[config.mk]
export PLATFORM = sky130hd
export DESIGN_NAME = ictmr_channel
export DESIGN_NICKNAME = d
export VERILOG_FILES = /design/src/rtl/ictmr_pkg.sv /design/src/rtl/ictmr_regs.sv /design/src/rtl/ictmr_core.sv /design/src/rtl/ictmr_channel.sv
export SDC_FILE = /design/constraint.sdc
export NUM_CORES = 1
export LEC_CHECK = 0
export CELL_PAD_IN_SITES_DETAIL_PLACEMENT = 0
export CELL_PAD_IN_SITES_GLOBAL_PLACEMENT = 1
export CORE_ASPECT_RATIO = 0.7
export CORE_MARGIN = 10
export CORE_UTILIZATION = 29
export DETAILED_ROUTE_END_ITERATION = 8
export PLACE_DENSITY_LB_ADDON = 0.15
export SETUP_SLACK_MARGIN = 0.4
export SLEW_MARGIN = 25
export SYNTH_ARGS = -nofsm -noshare
export SYNTH_HDL_FRONTEND = slang
export SYNTH_SLANG_ARGS = --single-unit
[constraint.sdc]
create_clock -name clk -period 2.7 [get_ports clk]
set_input_delay 0.27 -clock clk [delete_from_list [all_inputs] [get_ports clk]]
set_output_delay 0.27 -clock clk [all_outputs]
set_load 0.03 [all_outputs]
[src/rtl/ictmr_pkg.sv]
// Shared constants and types for the interval/compare timer channel.
// Assumes a byte-addressed register window of 2^TMR_ADDR_W bytes.
package ictmr_pkg;
    localparam int TMR_DATA_W = 32;
    localparam int TMR_ADDR_W = 6;

    // Register offsets as seen by software.
    localparam logic [TMR_ADDR_W-1:0] OFS_COMPARE = 6'h00;
    localparam logic [TMR_ADDR_W-1:0] OFS_COUNT   = 6'h04;
    localparam logic [TMR_ADDR_W-1:0] OFS_STATUS  = 6'h10;
    localparam logic [TMR_ADDR_W-1:0] OFS_START   = 6'h14;
    localparam logic [TMR_ADDR_W-1:0] OFS_STOP    = 6'h18;
    localparam logic [TMR_ADDR_W-1:0] OFS_CONTROL = 6'h20;

    // Control register bit that selects the operating mode.
    localparam int CTL_MODE_BIT = 1;

    typedef enum logic {
        MODE_INTERVAL = 1'b0,
        MODE_FREERUN  = 1'b1
    } tmr_mode_e;
endpackage

[src/rtl/ictmr_regs.sv]
// Register decode for the timer channel: holds the programmed compare value
// and mode, turns writes to the trigger offsets into single-cycle requests,
// and multiplexes read data. Assumes at most one write per cycle.
module ictmr_regs
    import ictmr_pkg::*;
#(
    parameter int DATA_W = TMR_DATA_W,
    parameter int ADDR_W = TMR_ADDR_W
) (
    input  logic              clk,
    input  logic              rst_n,
    input  logic              wr,
    input  logic [ADDR_W-1:0] addr,
    input  logic [DATA_W-1:0] wdata,
    input  logic [DATA_W-1:0] count,
    input  logic              running,
    output logic [DATA_W-1:0] cmp_prog,
    output tmr_mode_e         mode_prog,
    output logic              start_req,
    output logic              stop_req,
    output logic [DATA_W-1:0] rdata
);
    localparam logic [DATA_W-1:0] ZERO_WORD = '0;

    // Programmed compare and mode registers, written by software.
    always_ff @(posedge clk) begin
        if (!rst_n) begin
            cmp_prog  <= ZERO_WORD;
            mode_prog <= MODE_INTERVAL;
        end else if (wr) begin
            if (addr == OFS_COMPARE) cmp_prog <= wdata;
            if (addr == OFS_CONTROL) mode_prog <= tmr_mode_e'(wdata[CTL_MODE_BIT]);
        end
    end

    // Trigger requests: a write with bit 0 set to a trigger offset.
    always_comb begin
        start_req = wr && (addr == OFS_START) && wdata[0];
        stop_req  = wr && (addr == OFS_STOP)  && wdata[0];
    end

    // Read multiplexer; trigger and unmapped offsets read as zero.
    always_comb begin
        rdata = ZERO_WORD;
        case (addr)
            OFS_COMPARE: rdata = cmp_prog;
            OFS_COUNT:   rdata = count;
            OFS_STATUS:  rdata[0] = running;
            OFS_CONTROL: rdata[CTL_MODE_BIT] = (mode_prog == MODE_FREERUN);
            default:     rdata = ZERO_WORD;
        endcase
    end
endmodule

[src/rtl/ictmr_core.sv]
// Counting engine of the timer channel. Latches mode and compare value when
// a start is accepted, counts down with reload (interval) or up with wrap
// (free-running), and emits a registered one-cycle interrupt pulse.
// Assumes start_req and stop_req are never high together.
module ictmr_core
    import ictmr_pkg::*;
#(
    parameter int DATA_W = TMR_DATA_W
) (
    input  logic              clk,
    input  logic              rst_n,
    input  logic              start_req,
    input  logic              stop_req,
    input  logic [DATA_W-1:0] cmp_prog,
    input  tmr_mode_e         mode_prog,
    output logic [DATA_W-1:0] count,
    output logic              running,
    output tmr_mode_e         mode_act,
    output logic              irq
);
    localparam logic [DATA_W-1:0] ZERO_WORD = '0;
    localparam logic [DATA_W-1:0] ONE_WORD  = {{(DATA_W-1){1'b0}}, 1'b1};

    logic [DATA_W-1:0] cmp_act;
    logic              at_event;

    // Event condition of the active mode, evaluated on the current count.
    always_comb begin
        if (mode_act == MODE_INTERVAL) at_event = (count == ZERO_WORD);
        else                           at_event = (count == cmp_act);
    end

    // Run state, active setting, counter and interrupt pulse.
    always_ff @(posedge clk) begin
        if (!rst_n) begin
            running  <= 1'b0;
            mode_act <= MODE_INTERVAL;
            cmp_act  <= ZERO_WORD;
            count    <= ZERO_WORD;
            irq      <= 1'b0;
        end else begin
            irq <= 1'b0;
            if (stop_req) begin
                running <= 1'b0;
            end else if (start_req && !running) begin
                running  <= 1'b1;
                mode_act <= mode_prog;
                cmp_act  <= cmp_prog;
                count    <= (mode_prog == MODE_FREERUN) ? ZERO_WORD : cmp_prog;
            end else if (running) begin
                irq <= at_event;
                if (mode_act == MODE_FREERUN) count <= count + ONE_WORD;
                else if (at_event)            count <= cmp_act;
                else                          count <= count - ONE_WORD;
            end
        end
    end
endmodule

[src/rtl/ictmr_channel.sv]
// Top of the interval/compare timer channel: register window plus counting
// engine. Reads are combinational; writes and triggers act on the next edge.
module ictmr_channel
    import ictmr_pkg::*;
(
    input  logic                  clk,
    input  logic                  rst_n,
    input  logic                  bus_wr,
    input  logic [TMR_ADDR_W-1:0] bus_addr,
    input  logic [TMR_DATA_W-1:0] bus_wdata,
    output logic [TMR_DATA_W-1:0] bus_rdata,
    output logic                  tick_irq
);
    logic [TMR_DATA_W-1:0] cmp_w;
    logic [TMR_DATA_W-1:0] cnt_w;
    tmr_mode_e             mode_prog_w;
    tmr_mode_e             mode_act_w;
    logic                  start_w;
    logic                  stop_w;
    logic                  run_w;

    ictmr_regs #(.DATA_W(TMR_DATA_W), .ADDR_W(TMR_ADDR_W)) u_regs (
        .clk       (clk),
        .rst_n     (rst_n),
        .wr        (bus_wr),
        .addr      (bus_addr),
        .wdata     (bus_wdata),
        .count     (cnt_w),
        .running   (run_w),
        .cmp_prog  (cmp_w),
        .mode_prog (mode_prog_w),
        .start_req (start_w),
        .stop_req  (stop_w),
        .rdata     (bus_rdata)
    );

    ictmr_core #(.DATA_W(TMR_DATA_W)) u_core (
        .clk       (clk),
        .rst_n     (rst_n),
        .start_req (start_w),
        .stop_req  (stop_w),
        .cmp_prog  (cmp_w),
        .mode_prog (mode_prog_w),
        .count     (cnt_w),
        .running   (run_w),
        .mode_act  (mode_act_w),
        .irq       (tick_irq)
    );
endmodule

==> results of run 1 <==
stage by stage:
stage	utilization	area (µm²)	worst slack [ns]
5_1_grt	0.393	8990	0.382
3_3_place_gp	0.358	8180	0.0298
3_5_place_dp	0.358	8180	0.00191
2_1_floorplan	-	6790	0.467
6_report	0.393	8990	0.445
4_1_cts	0.386	8820	0.381
state kept, by name, summed over array words and instances (netlist names):
name,cells
u_core.cmp_act,32
u_core.irq,1
u_core.count,32
u_regs.cmp_prog,32
u_core.running,1
u_regs.mode_prog,1
u_core.mode_act,1
layout by cell type (no fill, tap or decap), drive strengths merged, types with 6 or more instances in the layout:
| master | count |
|---|---|
| nand2 | 198 |
| buf | 149 |
| a21oi | 105 |
| dfxtp | 100 |
| clkdlybuf4s50 | 37 |
| o21ai | 37 |
| xor2 | 34 |
| nor2 | 33 |
| xnor2 | 32 |
| a22o | 31 |
| nand4 | 30 |
| nor3 | 30 |
| nor4 | 28 |
| nand3 | 21 |
| inv | 17 |
| a31oi | 14 |
| or3 | 11 |
| clkbuf | 9 |
| a22oi | 7 |
| a41oi | 7 |
| or4 | 7 |
| and4 | 6 |
power by group:
| group | switching [µW] | leakage, µW | internal (µW) |
|---|---|---|---|
| Clock | 700 | 0.000152 | 746 |
| Combinational | 156 | 0.00235 | 134 |
| Sequential | 6.18 | 0.000809 | 1470 |
| Total | 863 | 0.00331 | 2350 |
what timing repair did:
item,in CTS,in global routing
endpoints found under the setup margin,45,58
buffers inserted,16,6
cloned,6,0
pin swaps,8,11
gates resized for setup,43,32
final cells by class:
class                      count  area share
multi-input combinational    715       0.494
sequential                   100       0.224
timing repair buffer         188       0.198
tap                          312      0.0434
clock buffer                   9      0.0250
clock inverter                 7      0.0102
inverter                      13     0.00543
logic make-up after synthesis:
family | count (synthesis) | synth area share
and+or+nand+nor | 388 | 0.298
AOI/OAI and AO/OA | 254 | 0.245
buffers and inverters | 102 | 0.0646
DFF | 100 | 0.295
xor gates and xnor gates | 66 | 0.0852
muxes | 4 | 0.00590
adders and majority gates | 3 | 0.00553
path summary, 6_finish.rpt:
kind	cells after the start	endpoint	startpoint
min	3	u_regs.cmp_prog[30]	bus_wdata[30]
max	10	u_core.count[9]	u_core.count[10]
max reg2reg	10	u_core.count[9]	u_core.count[10]
min reg2reg	2	u_core.cmp_act[0]	u_regs.cmp_prog[0]
layer usage:
layer,share of wire,GRT usage,vias up,wire (µm)
met5,0,0,-,0
met4,0.019,0.0521,0,569
met3,0.085,0.0461,35,2590
met2,0.39,0.268,329,12000
met1,0.50,0.298,3532,15200
li1,-,-,3522,-
worst register-to-register path, delay by kind of cell (launching register included):
kind,cells,cell delay [ns]
flops,1,0.36
buf+inv,4,0.78
compound gates,1,0.11
simple gates,5,0.94
==> results.md, run 1 <==
- WP buf/inv: 4
- Peak Freq: 443 MHz
- PwrDens: 358 nW/µm²
- Max-cap viol count: 0
- Vias: ~7400
- ANT nets after route: 0
- Sequential element share of the synthesized area: 0.295
- Worst path max stage delay: 0.36 ns
- Synthesis-to-layout area growth: 32.6%
- Root Driver: clkbuf_16
- WL/cell: ~23 µm
- Area of the multi-input gates: 4440 µm²
- Leading area contributor after synthesis: dfxtp_1
- Die area: between 30000 and 40000 µm²
- Initial antenna violation count: 1
- Fin cells: approximately 1300
- Number of port buffers: 73
- Fillers: around 2400
- Synth top area cells: dfxtp_1 30%, nand2_1 11%, a21oi_1 7.7%
- Count leader, synth: nand2_1
- Setup Total Neg Slack: 0 ns
- Run status: complete, no violations
- RSZ-0062 raised after global routing: yes
- WHS: approximately 0.44 ns
- Crit path max fanout: 8
- CP delay by family, top: simple AND/OR/NAND/NOR gates
- Clk slew on worst S/H paths: 0.09 ns
- # nets final: roughly 1100
- Netlist cell types: 71
- Worst-Margin Slew: 0.661 ns
- Post-synth EDFFs: 0
- R2r setup slk: 0.44 ns
- Worst path slowest cell: dfxtp_1
- Total gr overflow: 0
- Share of cells above drive strength 1: 0.211
- Final-report max-slew violation count: 0
- Worst endpoint required time: 3.01 ns
- Core outline area: 22800 µm²
- Mean post-synth cell area: 7.40 µm²
- Final setup fails: 0
- Placed Cells: 1300
- Most frequent cells after synthesis: 197 x nand2_1, 105 x a21oi_1, 100 x dfxtp_1, 47 x clkbuf_1, 36 x o21ai_0
- Yosys top cell area share: 0.295
- GRT Resource Usage Total: 0.197
- Iteration count of the initial detailed-routing pass: 5
- Crit path capture type: flip-flop
- Synthesized net count: a little under 1000
- Period utilisation layout: 0.835
- Synth async-reset ratio: 0
- CTS Buf Count: 9
- Die Y: between 100 and 150 µm
- YS warnings: 0
- Pleak: 0.00331 µW
- Kind of critical path: reg2reg
- CP dominant cell by count: buf_4
- Synth Cell Area: 6780 µm²
- Routed vias/inst: 5.52
- Placer's final routability congestion estimate: 0.877
- H-tree Lvls: 3
- Ports: 74
- Core Rows: 46
- Initial detailed-routing violation count: 861
- VDD IR max: 0.260 mV
- Die X: 203 µm
- Post-Route WL: 30300 µm
- Ys flop type: dfxtp_1
- Syn Inst Count: 917
- Initial core utilization: 0.297
- First-pass GRT wire length: 45700 µm
- Diode count: 0
- Total power: 3220 µW
- Max_slew headroom: 0.560
- CP arrival: 2.56 ns
- Final min period: 2.26 ns
- Critical-path cell list: buf_4 > nor3_2 > nand4_1 > buf_4 > nor4_4 > buf_4 > and2_1 > o21ai_0 > buf_4 > nand3_1
- Hold buffers post-CTS: 0
- DP HPWL: ~22000 µm
- Fin Clk Skew: 0.00933 ns
- Critical Path Source Type: flip-flop
- Vias in the first global route: 7025
- Yosys reg bits: 100
- Clock tree sinks: 100
- Storage element area: 2010 µm²
- Hold Vio Cnt, Final: 0
- Largest net degree at the start of global routing: 60
- CTS tree: built
- Worst min-delay path class: in2reg
- # DRC: 0
- Clk buf depth: 2
- Clk_lat worst skew: between 0.3 and 0.4 ns
No activity file was read; power rests on OpenSTA's default activity.
==> run 2, diff against run 1 <==
Clock period 2.7 ns to 1.95 ns, I/O delays scaled along.
==> run 2 against run 1 <==
Effect of this change:
- the run now ends with negative setup slack left
- via count is 12% higher
- clock skew grew 0.0028 ns
- sequential power grew 38%
- clock power is 38% higher
- non-clock buffer count rose by 172
- final area is 35% higher
- largest cell class unchanged
- largest power group unchanged
==> results.md, run 2 (synthesis gave the netlist of run 1 again) <==
- Run status: finished, violations left (was complete, no violations)
- Failing checks: negative setup slack
- WL/cell: 22.7 µm (was 22.6 µm)
- Peak Freq: 452 MHz (was 443 MHz)
- Initial antenna violation count: 0 (was 1)
- Total gr overflow: 0 (unchanged)
- Crit path capture type: flip-flop (unchanged)
- Initial core utilization: 0.297 (unchanged)
- P_int: 3300 µW (was 2350 µW)
- DP HPWL: 25000 µm (was 22500 µm)
- Combinational share of power: 0.134 (was 0.090)
- Worst path max stage delay: 0.37 ns (was 0.36 ns)
- Die area: 30000 µm² (unchanged)
- Fin cells: 1516 (was 1344)
- R2r setup slk: -0.26 ns (was 0.44 ns)
- Min-Delay Startpoint: bus_addr[5] (was bus_wdata[30])
- H-tree Lvls: 3 (unchanged)
- Max-cap viol count: 0 (unchanged)
- CP delay by family, top: buffers and inverters (was simple AND/OR/NAND/NOR gates)
- WHS: 0.324 ns (was 0.444 ns)
- Synthesis-to-layout area growth: 79.5% (was 32.6%)
- # nets final: 1243 (was 1071)
- Setup Total Neg Slack: -4.29 ns (was 0 ns)
- GRT Resource Usage Total: 0.223 (was 0.197)
- Die Y: 148 µm (unchanged)
- First-pass GRT wire length: 51800 µm (was 45700 µm)
- Hold Vio Cnt, Final: 0 (unchanged)
- Initial detailed-routing violation count: 853 (was 861)
- VDD IR max: 0.400 mV (was 0.260 mV)
- Die X: 203 µm (unchanged)
- RSZ-0062 raised after global routing: yes (unchanged)
- WP buf/inv: 4 (unchanged)
- Fin Clk Skew: 0.0122 ns (was 0.00933 ns)
- Flop pwr share: 0.437 (was 0.460)
- Number of port buffers: 73 (unchanged)
- Routed vias/inst: 5.50 (was 5.52)
- Clk_lat worst skew: 0.37 ns (about the same)
- Diode count: 0 (unchanged)
- R2r startpoint: u_core.count[0] (was u_core.count[10])
- Biggest registers after layout: u_core.cmp_act (32), u_core.count (32), u_regs.cmp_prog (32) (unchanged)
- Worst-Margin Slew: 0.465 ns (was 0.661 ns)
- Switching Share: 0.295 (was 0.268)
- CTS Buf Count: 9 (unchanged)
- Crit path launch: u_core.count[0] (was u_core.count[10])
- Hold worst-path end: u_regs.mode_prog (was u_regs.cmp_prog[30])
- CTS tree: built (unchanged)
- Most frequent cells in the layout: 186 x buf_4, 151 x nand2_1, 90 x buf_6 (was 197 x nand2_1, 109 x buf_4, 102 x a21oi_1)
- Core Rows: 46 (unchanged)
- ANT nets after route: 0 (unchanged)
- Largest net degree at the start of global routing: 38 (was 60)
- Placed Cells: 1422 (was 1300)
- Placer's final routability congestion estimate: 0.950 (was 0.877)
- Clock tree sinks: 100 (unchanged)
- Period utilisation layout: 1.14 (was 0.835)
- Clk slew on worst S/H paths: 0.09 ns (about the same)
- Root Driver: clkbuf_16 (unchanged)
- Core outline area: 22800 µm² (unchanged)
- Commonest non-fill, non-tap cell in the layout: buf_4 (was nand2_1)
- Vias: 8343 (was 7418)
- Setup WS pre-CTS: -0.447 ns (was 0.00191 ns)
- Reg-to-Reg End: u_core.count[3] (was u_core.count[9])
- Kind of critical path: reg2reg (unchanged)
- Critical Path Source Type: flip-flop (unchanged)
- Total power: 4670 µW (was 3220 µW)
- Vias in the first global route: 8081 (was 7025)
- Clock share of power: 0.429 (was 0.450)
- Post-Route WL: 34400 µm (was 30300 µm)
- Worst endpoint required time: 2.21 ns (was 3.01 ns)
- Final setup fails: 44 (was 0)
- Clk buf depth: 2 (unchanged)
- Crit path max fanout: 6 (was 8)
- Iteration count of the initial detailed-routing pass: 5 (unchanged)
- Hold path cells: 5 (was 3)
- Ports: 74 (unchanged)
- Final min period: 2.21 ns (was 2.26 ns)
- Share of cells above drive strength 1: 0.486 (was 0.211)
- Critical-path cell list: buf_12 > inv_8 > ha_4 > nor2b_4 > nand4_1 > buf_4 > nor3_4 > buf_6 > nor2_4 > a221o_1 > a32o_1 (was buf_4 > nor3_2 > nand4_1 > buf_4 > nor4_4 > buf_4 > and2_1 > o21ai_0 > buf_4 > nand3_1)
- Switching pwr: 1380 µW (was 863 µW)
- Final Worst Setup Slack: -0.264 ns (was 0.445 ns)
- CP arrival: 2.48 ns (was 2.56 ns)
- PwrDens: 384 nW/µm² (was 358 nW/µm²)
- Max_slew headroom: 0.690 (was 0.560)
- Final-report max-slew violation count: 0 (unchanged)
- Cells on worst reg2reg path: 11 (was 10)
- Worst path slowest cell: dfxtp_4 (was dfxtp_1)
- Worst min-delay path class: in2reg (unchanged)
- # DRC: 0 (unchanged)
- Pleak: 0.00504 µW (was 0.00331 µW)
## run 2: cell types whose count changed in the layout (fill, tap and decap cells not counted), moves of 17 or more
cell	delta
a21oi_2	+36
nand2_2	+17
nand2_4	+29
buf_4	+77
nand2_1	-46
buf_12	+27
a22o_1	-30
a21oi_1	-37
a22o_4	+30
buf_6	+63
## run 2: layout make-up
class,instances,area (µm²)
timing repair buffer,360,3720
multi-input combinational,715,5630
fill,2130,10700
inverter,13,63.8
clock inverter,7,96.3
tap,312,390
clock buffer,9,225
sequential,100,2050
## run 2: worst min-delay path, stage by stage
cell      delay (ns)
clkbuf_2        0.09
buf_4           0.13
nand3_1         0.08
mux2i_1         0.07
nor2_1          0.07
## run 2: power groups by stage
| stage | logic (µW) | registers, µW | clock network, µW |
|---|---|---|---|
| 6_report | 627 | 2040 | 2000 |
| 5_1_grt | 656 | 2040 | 2100 |
| 4_1_cts | 554 | 2040 | 2030 |
| 3_5_place_dp | 429 | 2100 | 0 |
| 3_3_place_gp | 431 | 2100 | 0 |
| 2_1_floorplan | 192 | 2100 | 0 |
## run 2: how the worst max path moves through the flow
stage,endpoint,slack [ns],depth (start not counted)
final,u_core.count[3],-0.26,11
after global routing,u_core.count[3],-0.30,11
after CTS,u_core.count[18],-0.17,7
after global placement,u_core.count[14],-0.44,8
after floorplan,u_core.count[6],-0.05,7
after detailed placement,bus_rdata[17],-0.45,7
## run 2: metrics by stage
stage	instance area, µm²	util
CTS	11500	0.502
global route	12200	0.533
floorplan	7280	-
finish	12200	0.533
global placement	9540	0.417
detailed placement	9540	0.417
## run 2: timing repair
| action | in CTS | in global routing |
|---|---|---|
| hold buffers | 0 | 0 |
| endpoints found under the setup margin | 127 | 128 |
| gates resized for setup | 276 | 121 |
| pin swaps | 95 | 64 |
| gates cloned | 9 | 0 |
| buffers inserted | 50 | 19 |
## run 2: layer usage
layer	GRT usage	part of all wire	wire [µm]
met3	0.0378	0.079	2730
met5	0	0	0
met1	0.337	0.50	17100
met2	0.325	0.41	14200
met4	0.0335	0.0093	320
==> run 3, diff against run 2 <==
Settings changed: CTS_CLUSTER_DIAMETER from default to 50, PLACE_DENSITY_LB_ADDON 0.15 to 0.1.
==> run 3 against run 2 <==
Effect of this change:
- the flow still finishes with violations (negative setup slack)
- wire length up 0.75%
- critical path depth up 1
- largest cell class unchanged
- utilization fell by 0.78 points
- first-iteration DRC count is 19% lower
- maximum frequency rose by 0.62%
- total power fell by 1.8%
- highest routed layer unchanged
- clock-buffer cell count unchanged
- clock power is 5% lower
==> results.md, run 3 (synthesis gave the netlist of run 1 again) <==
- Diode count: 0 (unchanged)
- Die Y: 148 µm (unchanged)
- Vias: 8216 (was 8343)
- Core outline area: 22800 µm² (unchanged)
- Cells on worst reg2reg path: 12 (was 11)
- RSZ-0062 raised after global routing: yes (unchanged)
- Hold buffers post-CTS: 0 (unchanged)
- CP arrival: 2.47 ns (was 2.48 ns)
- GRT busiest layer: met1 (unchanged)
- Root Driver: clkbuf_16 (unchanged)
- Met1 Use GR: 0.337 (about the same)
- H-tree Lvls: 3 (unchanged)
- Number of port buffers: 73 (unchanged)
- VDD IR max: 0.417 mV (was 0.400 mV)
- Initial antenna violation count: 1 (was 0)
- Kind of critical path: reg2reg (unchanged)
- Share of cells above drive strength 1: 0.469 (was 0.486)
- Clk slew on worst S/H paths: 0.09 ns (about the same)
- Final setup fails: 60 (was 44)
- GRT Resource Usage Total: 0.224 (was 0.223)
- PwrDens: 383 nW/µm² (was 384 nW/µm²)
- Crit path max fanout: 5 (was 6)
- Die X: 203 µm (unchanged)
- Iteration count of the initial detailed-routing pass: 5 (unchanged)
- Dpl cell area: 9510 µm² (was 9540 µm²)
- WHS: 0.160 ns (was 0.324 ns)
- Finished Cell Area: 12000 µm² (was 12200 µm²)
- Max_slew headroom: 0.692 (was 0.690)
- Synthesis-to-layout area growth: 76.8% (was 79.5%)
- # nets final: 1234 (was 1243)
- Biggest registers after layout: u_core.cmp_act (32), u_core.count (32), u_regs.cmp_prog (32) (unchanged)
- Pleak: 0.00489 µW (was 0.00504 µW)
- Routed vias/inst: 5.45 (was 5.50)
- Worst-Margin Slew: 0.457 ns (was 0.465 ns)
- Period utilisation layout: 1.13 (was 1.14)
- Initial core utilization: 0.297 (unchanged)
- Worst endpoint required time: 2.22 ns (was 2.21 ns)
- Max-cap viol count: 0 (unchanged)
- Clock tree sinks: 100 (unchanged)
- Vias in the first global route: 7908 (was 8081)
- DP HPWL: 24900 µm (was 25000 µm)
- Fin Clk Skew: 0.0146 ns (was 0.0122 ns)
- Ports: 74 (unchanged)
- Final Worst Setup Slack: -0.251 ns (was -0.264 ns)
- Final-report max-slew violation count: 0 (unchanged)
- Peak Freq: 454 MHz (was 452 MHz)
- Core Rows: 46 (unchanged)
- Placer's final routability congestion estimate: 0.885 (was 0.950)
- Failing checks: negative setup slack (unchanged)
- Most frequent cells in the layout: 184 x buf_4, 144 x nand2_1, 85 x a21oi_1 (was 186 x buf_4, 151 x nand2_1, 90 x buf_6)
- Grt met3 use: 0.0517 (was 0.0378)
- Crit path capture type: flip-flop (unchanged)
- Total gr overflow: 0 (unchanged)
- Die area: 30000 µm² (unchanged)
- CTS tree: built (unchanged)
- Initial detailed-routing violation count: 692 (was 853)
- Largest net degree at the start of global routing: 63 (was 38)
- Hold Vio Cnt, Final: 0 (unchanged)
- Worst min-delay path class: in2reg (unchanged)
- WL/cell: 23.0 µm (was 22.7 µm)
- Run status: finished, violations left (unchanged)
- Clk_lat worst skew: 0.37 ns (about the same)
- CTS Buf Count: 9 (unchanged)
- Commonest non-fill, non-tap cell in the layout: buf_4 (unchanged)
- Final min period: 2.20 ns (was 2.21 ns)
- Hold path cells: 3 (was 5)
- # DRC: 0 (unchanged)
- Clk buf depth: 2 (unchanged)
- Met2 Use GR: 0.315 (was 0.325)
- Critical Path Source Type: flip-flop (unchanged)
- ANT nets after route: 0 (unchanged)
- First-pass GRT wire length: 51500 µm (was 51800 µm)
- Post-Route WL: 34700 µm (was 34400 µm)
==> run 3: layout make-up <==
cell class,instances,area (µm²)
fill,2164,10900
multi-input combinational,715,5510
timing repair buffer,351,3700
sequential,100,2040
tap,312,390
clock buffer,9,225
clock inverter,7,80.1
inverter,13,53.8
==> run 3: metal layers <==
metal  wire [µm]  vias to the layer above
li1            -                     3861
met1       17100                     4033
met2       14200                      296
met3        2840                       26
met4         453                        0
met5           0                        -
==> run 3: metrics by stage <==
| stage | util | power, µW | worst slack [ns] | instances | TNS [ns] |
|---|---|---|---|---|---|
| 3_3_place_gp | 0.416 | 2550 | -0.403 | 1411 | -32.17 |
| 4_1_cts | 0.497 | 4560 | -0.215 | 1480 | -7.00 |
| 6_report | 0.525 | 4590 | -0.251 | 1507 | -7.28 |
| 2_1_floorplan | - | 2290 | -0.0503 | 917 | -0.268 |
| 5_1_grt | 0.525 | 4730 | -0.317 | 1507 | -11.50 |
| 3_5_place_dp | 0.416 | 2550 | -0.433 | 1411 | -35.14 |
==> run 3: path summary, 6_finish.rpt <==
kind                                            to  slack (ns)                from
worst max-delay path               u_core.count[6]       -0.25     u_core.count[1]
worst min-delay path            u_regs.cmp_prog[0]        0.16        bus_wdata[0]
worst max register to register     u_core.count[6]       -0.25     u_core.count[1]
worst min register to register  u_core.cmp_act[30]        0.50  u_core.cmp_act[30]
==> run 3: critical path: stages, from the launching register on <==
cell       delay (ns)
dfxtp_4          0.40
buf_6            0.12
inv_4            0.04
ha_4             0.17
nor2b_1          0.13
nand4_1          0.10
buf_4            0.12
buf_6            0.09
nor4_4           0.03
buf_4            0.16
clkbuf_16        0.17
a221o_1          0.37
a32o_1           0.21
==> run 3: power breakdown <==
| group | total (µW) | internal, µW | leakage [µW] | switching (µW) |
|---|---|---|---|---|
| Sequential | 2040 | 2030 | 0.000817 | 8.21 |
| Clock | 1910 | 916 | 0.000146 | 997 |
| Combinational | 633 | 323 | 0.00393 | 310 |
| Total | 4590 | 3270 | 0.00489 | 1310 |
==> run 3: what timing repair did <==
action                                  in CTS  in global routing
resized for setup                          247                 95
cloned                                      14                  3
pin swaps                                   88                 50
buffers inserted                            39                 24
endpoints found under the setup margin     127                129
